===== src/rtl/elog_pkg.sv =====
package elog_pkg;
  typedef enum logic [1:0] {
    ST_CLEAN = 2'b00,
    ST_FIXED = 2'b01,
    ST_UNFIX = 2'b10,
    ST_RSVD  = 2'b11
  } rd_status_e;

  typedef struct packed {
    logic hit;    // read produced an ECC event of any kind
    logic fatal;  // event is uncorrectable
  } evt_t;
endpackage


===== src/rtl/elog_classify.sv =====
module elog_classify
  import elog_pkg::*;
(
  input  logic       rd_done,
  input  logic [1:0] rd_status,
  input  logic       err_pin,
  input  logic       pin_fatal,
  output evt_t       evt
);
  rd_status_e st;
  logic       st_fixed, st_unfix;

  always_comb begin
    st       = rd_status_e'(rd_status);
    st_fixed = (st == ST_FIXED);
    st_unfix = (st == ST_UNFIX);
    // status and pin may describe the same read: merge into one event
    evt.hit   = rd_done && (st_fixed || st_unfix || err_pin);
    evt.fatal = rd_done && (st_unfix || (err_pin && pin_fatal));
  end
endmodule


===== src/rtl/elog_count_bank.sv =====
module elog_count_bank
  import elog_pkg::*;
#(
  parameter int NUM_BLOCKS = 16,
  parameter int CNT_W      = 4,
  localparam int BLK_W     = (NUM_BLOCKS > 1) ? $clog2(NUM_BLOCKS) : 1
) (
  input  logic             clk,
  input  logic             rst,
  input  logic             clr,
  input  evt_t             evt,
  input  logic [BLK_W-1:0] blk,
  input  logic [CNT_W-1:0] thresh,
  output logic [CNT_W-1:0] cnt_q [NUM_BLOCKS],
  output logic [NUM_BLOCKS-1:0] ret_q,
  output logic             irq_q
);
  localparam logic [CNT_W-1:0] CNT_MAX = {CNT_W{1'b1}};

  logic [NUM_BLOCKS-1:0] newly_ret;

  for (genvar i = 0; i < NUM_BLOCKS; i++) begin : g_blk
    logic             sel;
    logic [CNT_W-1:0] nxt;
    logic             ret_cond;

    always_comb begin
      sel          = evt.hit && (blk == BLK_W'(i));
      nxt          = (cnt_q[i] == CNT_MAX) ? CNT_MAX : cnt_q[i] + 1'b1;
      ret_cond     = evt.fatal || (nxt > thresh);
      newly_ret[i] = sel && ret_cond && !ret_q[i] && !clr;
    end

    always_ff @(posedge clk) begin
      if (rst || clr) begin
        cnt_q[i] <= '0;
        ret_q[i] <= 1'b0;
      end else if (sel) begin
        cnt_q[i] <= nxt;
        if (ret_cond) ret_q[i] <= 1'b1;
      end
    end

    // a count holds or steps by one between clears
    p_cnt_step_r2: assert property (@(posedge clk) disable iff (rst)
      !$past(clr) |-> (cnt_q[i] == $past(cnt_q[i]) ||
                       cnt_q[i] == CNT_W'($past(cnt_q[i]) + 1'b1)));
    // a saturated count never wraps
    p_no_wrap_r4: assert property (@(posedge clk) disable iff (rst)
      ($past(cnt_q[i]) == CNT_MAX && !$past(clr)) |-> cnt_q[i] == CNT_MAX);
    // retirement is sticky until clear
    p_sticky_r8: assert property (@(posedge clk) disable iff (rst)
      ($past(ret_q[i]) && !$past(clr)) |-> ret_q[i]);
  end

  always_ff @(posedge clk) begin
    if (rst) irq_q <= 1'b0;
    else     irq_q <= |newly_ret;
  end

  // every interrupt pulse goes with a newly set retirement flag
  p_irq_new_r7: assert property (@(posedge clk) disable iff (rst)
    irq_q |-> ($countones(ret_q & ~$past(ret_q)) >= 1));
endmodule


===== src/rtl/err_loc_logger.sv =====
module err_loc_logger
  import elog_pkg::*;
#(
  parameter int NUM_BLOCKS = 16,
  parameter int CNT_W      = 4,
  localparam int BLK_W     = (NUM_BLOCKS > 1) ? $clog2(NUM_BLOCKS) : 1
) (
  input  logic                  clk,
  input  logic                  rst,
  input  logic                  rd_done,
  input  logic [BLK_W-1:0]      rd_block,
  input  logic [1:0]            rd_status,
  input  logic                  err_pin,
  input  logic                  pin_fatal,
  input  logic [CNT_W-1:0]      thresh,
  input  logic                  clr,
  input  logic [BLK_W-1:0]      reg_addr,
  output logic [CNT_W-1:0]      reg_data,
  output logic [NUM_BLOCKS-1:0] retired,
  output logic                  irq
);
  evt_t             evt;
  logic [CNT_W-1:0] cnt [NUM_BLOCKS];

  elog_classify u_cls (
    .rd_done   (rd_done),
    .rd_status (rd_status),
    .err_pin   (err_pin),
    .pin_fatal (pin_fatal),
    .evt       (evt)
  );

  elog_count_bank #(.NUM_BLOCKS(NUM_BLOCKS), .CNT_W(CNT_W)) u_bank (
    .clk    (clk),
    .rst    (rst),
    .clr    (clr),
    .evt    (evt),
    .blk    (rd_block),
    .thresh (thresh),
    .cnt_q  (cnt),
    .ret_q  (retired),
    .irq_q  (irq)
  );

  always_ff @(posedge clk) begin
    if (rst) reg_data <= '0;
    else     reg_data <= cnt[reg_addr];
  end

  // an uncorrectable read leaves its block retired
  p_fatal_retires_r6: assert property (@(posedge clk) disable iff (rst)
    (evt.fatal && !clr) |=> retired[$past(rd_block)]);
  // reset leaves no interrupt behind
  p_reset_quiet_r1: assert property (@(posedge clk)
    $past(rst) |-> (!irq && retired == '0));
endmodule


===== config.mk =====
export PLATFORM = sky130hd
export DESIGN_NAME = err_loc_logger
export DESIGN_NICKNAME = d
export VERILOG_FILES = /design/src/rtl/elog_pkg.sv /design/src/rtl/elog_classify.sv /design/src/rtl/elog_count_bank.sv /design/src/rtl/err_loc_logger.sv
export SDC_FILE = /design/constraint.sdc
export NUM_CORES = 1
export LEC_CHECK = 0
export BUFFER_PORTS_ARGS = -buffer_cell sky130_fd_sc_hd__buf_4
export CORE_ASPECT_RATIO = 1.5
export CORE_MARGIN = 5
export CORE_UTILIZATION = 50
export DETAILED_ROUTE_END_ITERATION = 8
export PLACE_DENSITY = 0.79
export RECOVER_POWER = 100
export SLEW_MARGIN = 20
export SYNTH_ARGS = -nofsm -noshare
export SYNTH_HDL_FRONTEND = slang
export SYNTH_HIERARCHICAL = 1
export SYNTH_SLANG_ARGS = --single-unit

===== constraint.sdc =====
create_clock -name clk -period 3.25 [get_ports clk]
set_input_delay 0.65 -clock clk [delete_from_list [all_inputs] [get_ports clk]]
set_output_delay 0.65 -clock clk [all_outputs]
set_load 0.01 [all_outputs]

# Word-level counts from Yosys, hierarchy flattened
# Cells that the tools add are included.
# W data, S select, Z words.
# totals
regBits	85
input_bits	20
# classes
addsub	16
mux	19
n_bitwise	1
n_reduce_logical	122
eq_ne	33
order_cmp	17
# op_table
cell	count
$eq A4 B4 Y1 const B	24
$mux W4	18
$logic_and A1 B1 Y1	67
$add A4 B1 Y4 const B	16
$gt A4 B4 Y1	16
$reduce_and A2 Y1	16
$logic_or A1 B1 Y1	20
$logic_not A1 Y1	17
$bmux W4 S4	1
$eq A4 B3 Y1 const B	4
$reduce_or A16 Y1	1
$eq A4 B2 Y1 const B	2
$ge A5 B5 Y1 const B	1
$not A4 Y5	1
$eq A4 B1 Y1 const B	1
$logic_not A4 Y1	1
$eq A2 B1 Y1 const B	1
$eq A2 B2 Y1 const B	1

# Logic depth before layout (Yosys ltp)
# logic_depth
word_depth	9
mapped_depth	12
ltp_nobuf	11

# By module
# Netlist, hierarchy kept.
# by_module_without_submodules
module	area_each_um2	n_inst	seq_area_each_um2	cells_each
elog_count_bank	5505.3	1	1621.6	677
err_loc_logger	621.8	1	80.1	57
elog_classify	38.8	1	0.0	6

# Least setup slack after synthesis
# Ideal clock, no wire load.
# synth_path
path_kind	input to register
from	in rd_status[0]
to	reg u_bank.irq_q
arrival_ns	2.581
stages	11
setup_time_ns	0.074
path_slack_ns	0.594
cell_sequence	inv_1 ha_1 a21boi_1 or3b_1 buf_2 or2_1 buf_6 a211oi_2 nand2b_1 and4_4 a31oi_2
# synth_rtl
item	line_no	rtl
from (decl)	err_loc_logger.sv:12	input logic [1:0] rd_status,
to (signal assigned)	elog_count_bank.sv:58	else irq_q <= |newly_ret;
to (decl)	elog_count_bank.sv:16	output logic irq_q

==> implementation parameters <==
Parameter                              Value

Critical path
  Reg-to-Reg End ... u_bank/irq_q$_SDFF_PP0_
  Setup Crit Path Kind ... in -> reg
  Required time of the worst setup path ... 3.52 ns
  Worst-case register-to-register setup slack ... 0.38 ns
  Cell depth of the worst flop-to-flop path ... 9
  Launch instance of the worst register-to-register path ... u_bank/cnt_q[57]$_SDFFE_PP0P_
  Crit path buffers/inverters ... 2
  Critical path depth in cells ... 10
  CP peak stage delay ... 0.80 ns
  Most numerous cell on the critical path ... nor2_1
  Slowest library cell on the worst path ... nor3_1
  CP startpoint kind ... primary input
  Critical path cell sequence ... clkbuf_4 -> inv_1 -> ha_1 -> a21boi_0 -> or3b_1 -> nor3_1 -> o21ai_0 -> a21oi_1 -> nor2_1 -> nor2_1
  Maximum fanout along the worst path ... 7
  Type of destination of the critical path ... register
  Worst Path Arrival ... 3.18 ns
  Kind of cell with the highest combined delay on the critical path ... simple AND/OR/NAND/NOR gates

Detailed routing
  Wire length per cell ... 17.6 µm
  Via density ... 6.00
  DRC Markers ... 0
  Iteration-0 DRC Markers ... 442
  Post-DRT Antenna Nets ... 0
  Total Wirelength ... 16.6 mm
  Detailed-router iteration count before antenna repair ... 5
  Total number of vias ... 5659

Clocking
  CTS Buf Count ... 9
  Maximum level of the CTS H-tree ... 3
  TritonCTS clock tree ... built
  Post-CTS repair timing setup buffer count ... 0
  Number of sinks on the clock net ... 85
  Maximum clock path buffer count ... 2
  Clock transition at the register clock pins on the worst setup and hold paths after CTS ... 0.06 ns
  Post-cts repair resize count ... 0
  Worst skew pair latency ... 0.34 ns
  Number of buffers inserted for hold repair after clock tree synthesis ... 0
  Root Buffer ... clkbuf_16

Worst hold path
  Hold path cells ... 2
  Endpoint, Worst Hold ... u_bank/ret_q[14]$_SDFFE_PP0N_
  Hold WC Path Type ... reg -> reg
  Source of the worst hold timing path ... u_bank/ret_q[14]$_SDFFE_PP0N_

Place
  Count of buffers inserted at the top-level ports ... 40
  Routability cong. ... 0.916
  Hpwl dp ... 12.4 mm
  DP Cell Count ... 928
  Post-Place Worst Slack ... 0.277 ns

Synthesis
  YS warnings ... 6
  Post-synthesis cell type count ... 49
  Fraction of synthesized area in multiplexers ... 13.8%
  Commonest register cell after synthesis ... dfxtp_1
  Post-synthesis share of cell area spent on and, or, nand and nor gates ... 25.6%
  Dominant combinational cell family by area after synthesis ... simple AND/OR/NAND/NOR gates
  Post-synthesis share of cell area spent on xor and xnor gates ... 0%
  Proportion of register bits with asynchronous set or reset after synthesis ... 0%
  Post-synthesis sequential element count ... 85
  Net count of the mapped netlist ... 841
  Share of the synthesized area in compound gates (AO/OA/AOI/OAI) ... 13.2%
  Post-synth EDFFs ... 0
  Mean instance size in the synthesized netlist ... 8.33 µm²
  Sequential element share of the synthesized area ... 27.6%
  Synth Area in Adders ... 16.4%
  Mapped cell area ... 6170 µm²
  Post-synthesis cell count ... 740

Cells and area
  Synthesis-to-layout area growth ... 11.1%
  Filler cells ... 1108
  Non-filler instance count after layout ... 943
  Number of nets in the final layout ... 887
  Post-layout utilization of the core ... 57.0%
  Fraction of final layout cells with drive strength greater than 1 ... 7.34%
  ANT cells ... 0

Timing
  Crit path time final ... 2.91 ns
  Count of pins over their slew limit ... 21
  Final setup skew ... 0.00628 ns
  Max-Slew Margin vs Limit ... -13.7%
  Final sum of negative setup slack ... 0 ns
  Worst-margin pin slew ... 1.71 ns
  Maximum achievable frequency ... 344 MHz
  Hold Vio Cnt, Final ... 0
  Setup repair after global routing missed its margin ... false
  Post-route worst setup slack ... 0.339 ns
  Setup-failing EPs final ... 0
  Crit share post-route ... 89.6%

Pwr
  Standby leakage power ... 2.80 nW
  Proportion of power drawn by flip-flops and latches ... 45.9%
  Switching fraction of total power ... 25.2%
  Clock network fraction of total power ... 43.8%
  NetSw ... 0.000576 W
  Proportion of power drawn by combinational gates ... 10.3%
  Maximum vdd drop ... 252 µV
  Design internal power ... 0.00171 W
  PD cells ... 334 nW/µm²

Global routing
  Total grt overflow ... 0
  Total track usage ... 23.1%
  Pin count of the biggest net entering global routing ... 82
  Antenna violations before repair ... 0
  Global-route wire length before repair ... 27.2 mm
  Vias in the first global route ... 5406

Die
  Count of standard-cell rows ... 49
  Y dimension of the die ... 146 µm
  Starting density of the core ... 51.3%
  X dimension of the die ... 101 µm
  Overall die area ... 14700 µm²
  Area of the core ... 12000 µm²
  Ports placed on the boundary ... 41

Run
  Max-cap violations ... 1

Run status
  Outcome ... finished with violations
  Failing checks ... capacitance limit, slew limit
==> through the flow <==
step                      hold slack [ns]  total power [W]  cell area [µm²]
final                               0.508          0.00229             6850
after global routing                0.542          0.00237             6850
after CTS                           0.513          0.00230             6990
after detailed placement            0.492          0.00131             6700
after global placement              0.474          0.00130             6700
after floorplan                     0.477          0.00123             6170
==> flip-flops by register name, summed over array words and instances (netlist names) <==
name,count
u_bank/ret_q,16
reg_data,4
u_bank/cnt_q,64
u_bank/irq_q,1
==> cells in the final DEF, fill, tap and decap left out, types with 2 or more instances in the layout <==
cell type,n
nor3_1,15
clkbuf_8,3
nor2b_1,12
a2111oi_0,3
nand2_1,40
buf_4,24
nor2_1,154
clkbuf_1,34
a211oi_1,35
nand3_1,37
and3_1,7
dfxtp_1,85
a32oi_1,4
and2_1,16
nand3b_1,2
nand2b_1,20
a21oi_1,35
o211ai_1,16
or3_1,4
clkbuf_16,9
o21ai_0,15
clkinvlp_4,2
mux4_2,12
a31oi_1,5
or2_2,2
mux2i_1,58
and4b_1,3
nand4_1,13
ha_1,81
a21boi_0,2
inv_1,23
==> cells by family after synthesis <==
kind of cell | after synthesis
AO/OA/AOI/OAI | 122
adder cells (fa/ha/maj) | 81
buffers and inverters | 48
flip-flops | 85
multiplexers | 70
AND/OR/NAND/NOR | 334
==> cell type report <==
class / instances / area [µm²] / area share, %
multi-input combinational: 607 / 4250 / 62.0
inverter: 23 / 86.3 / 1.26
sequential: 85 / 1700 / 24.8
clock buffer: 12 / 267 / 3.89
timing repair buffer: 60 / 335 / 4.90
clock inverter: 3 / 20.0 / 0.292
tap: 153 / 191 / 2.80
==> per-layer routing <==
metal / GRT usage (%) / wire length, µm / vias to the layer above
li1: - / - / 2775
met1: 27.4 / 6670 / 2652
met2: 40.1 / 8340 / 182
met3: 3.12 / 815 / 50
met4: 11.1 / 747 / 0
met5: 0 / 0 / -
==> synthesized netlist by cell type, types with 2 or more instances <==
master     number  area share (%)
a21oi_1        35             2.8
mux4_2         12             4.4
or2_2           2            0.20
a211oi_1       34             4.1
nand3_1        37             3.0
mux2i_1        58             9.4
nor3_1         13             1.1
nor3_2          2            0.32
buf_2           5            0.41
nand3b_1        2            0.24
and4b_1         3            0.49
a31oi_1         5            0.51
o21ai_1         2            0.16
dfxtp_1        85              28
o21ai_0        13             1.1
nand2_1        40             2.4
o211ai_1       16             1.9
nand4_1        13             1.3
nor2_1        154             9.4
clkbuf_1       17             1.0
ha_1           81              16
nand2b_1       20             2.0
and2_1         16             1.6
a2111oi_0       3            0.43
and3_1          7            0.71
a32oi_1         4            0.57
nor2b_1        13             1.3
or3_1           4            0.41
buf_6           2            0.37
inv_1          23             1.4
==> power by group through the flow <==
stage | clock network [W] | registers [W] | logic (W)
after global placement | 0 | 0.00107 | 0.000233
final | 0.00100 | 0.00105 | 0.000235
after global routing | 0.00107 | 0.00105 | 0.000259
after floorplan | 0 | 0.00107 | 0.000153
after CTS | 0.00102 | 0.00105 | 0.000237
after detailed placement | 0 | 0.00107 | 0.000236
==> worst max path at each step <==
stage                                              from                            to  slack, ns
final                                      rd_status[0]  u_bank/ret_q[0]$_SDFFE_PP0N_       0.34
after CTS                 u_bank/cnt_q[57]$_SDFFE_PP0P_       u_bank/irq_q$_SDFF_PP0_       0.46
after global placement                        thresh[1]       u_bank/irq_q$_SDFF_PP0_       0.34
after floorplan                            rd_status[0]       u_bank/irq_q$_SDFF_PP0_       0.59
after detailed placement                      thresh[1]       u_bank/irq_q$_SDFF_PP0_       0.28
after global routing                       rd_status[0]  u_bank/ret_q[0]$_SDFFE_PP0N_       0.17
==> worst reg2reg max path: cells and delay by family (launching register included) <==
family          cells  cell delay (ns)
simple gates        2             0.21
compound gates      4             1.28
mux                 1             0.25
flops               1             0.42
fa+ha+maj           2             0.58
Note: power is estimated with default switching activity, not from simulation.
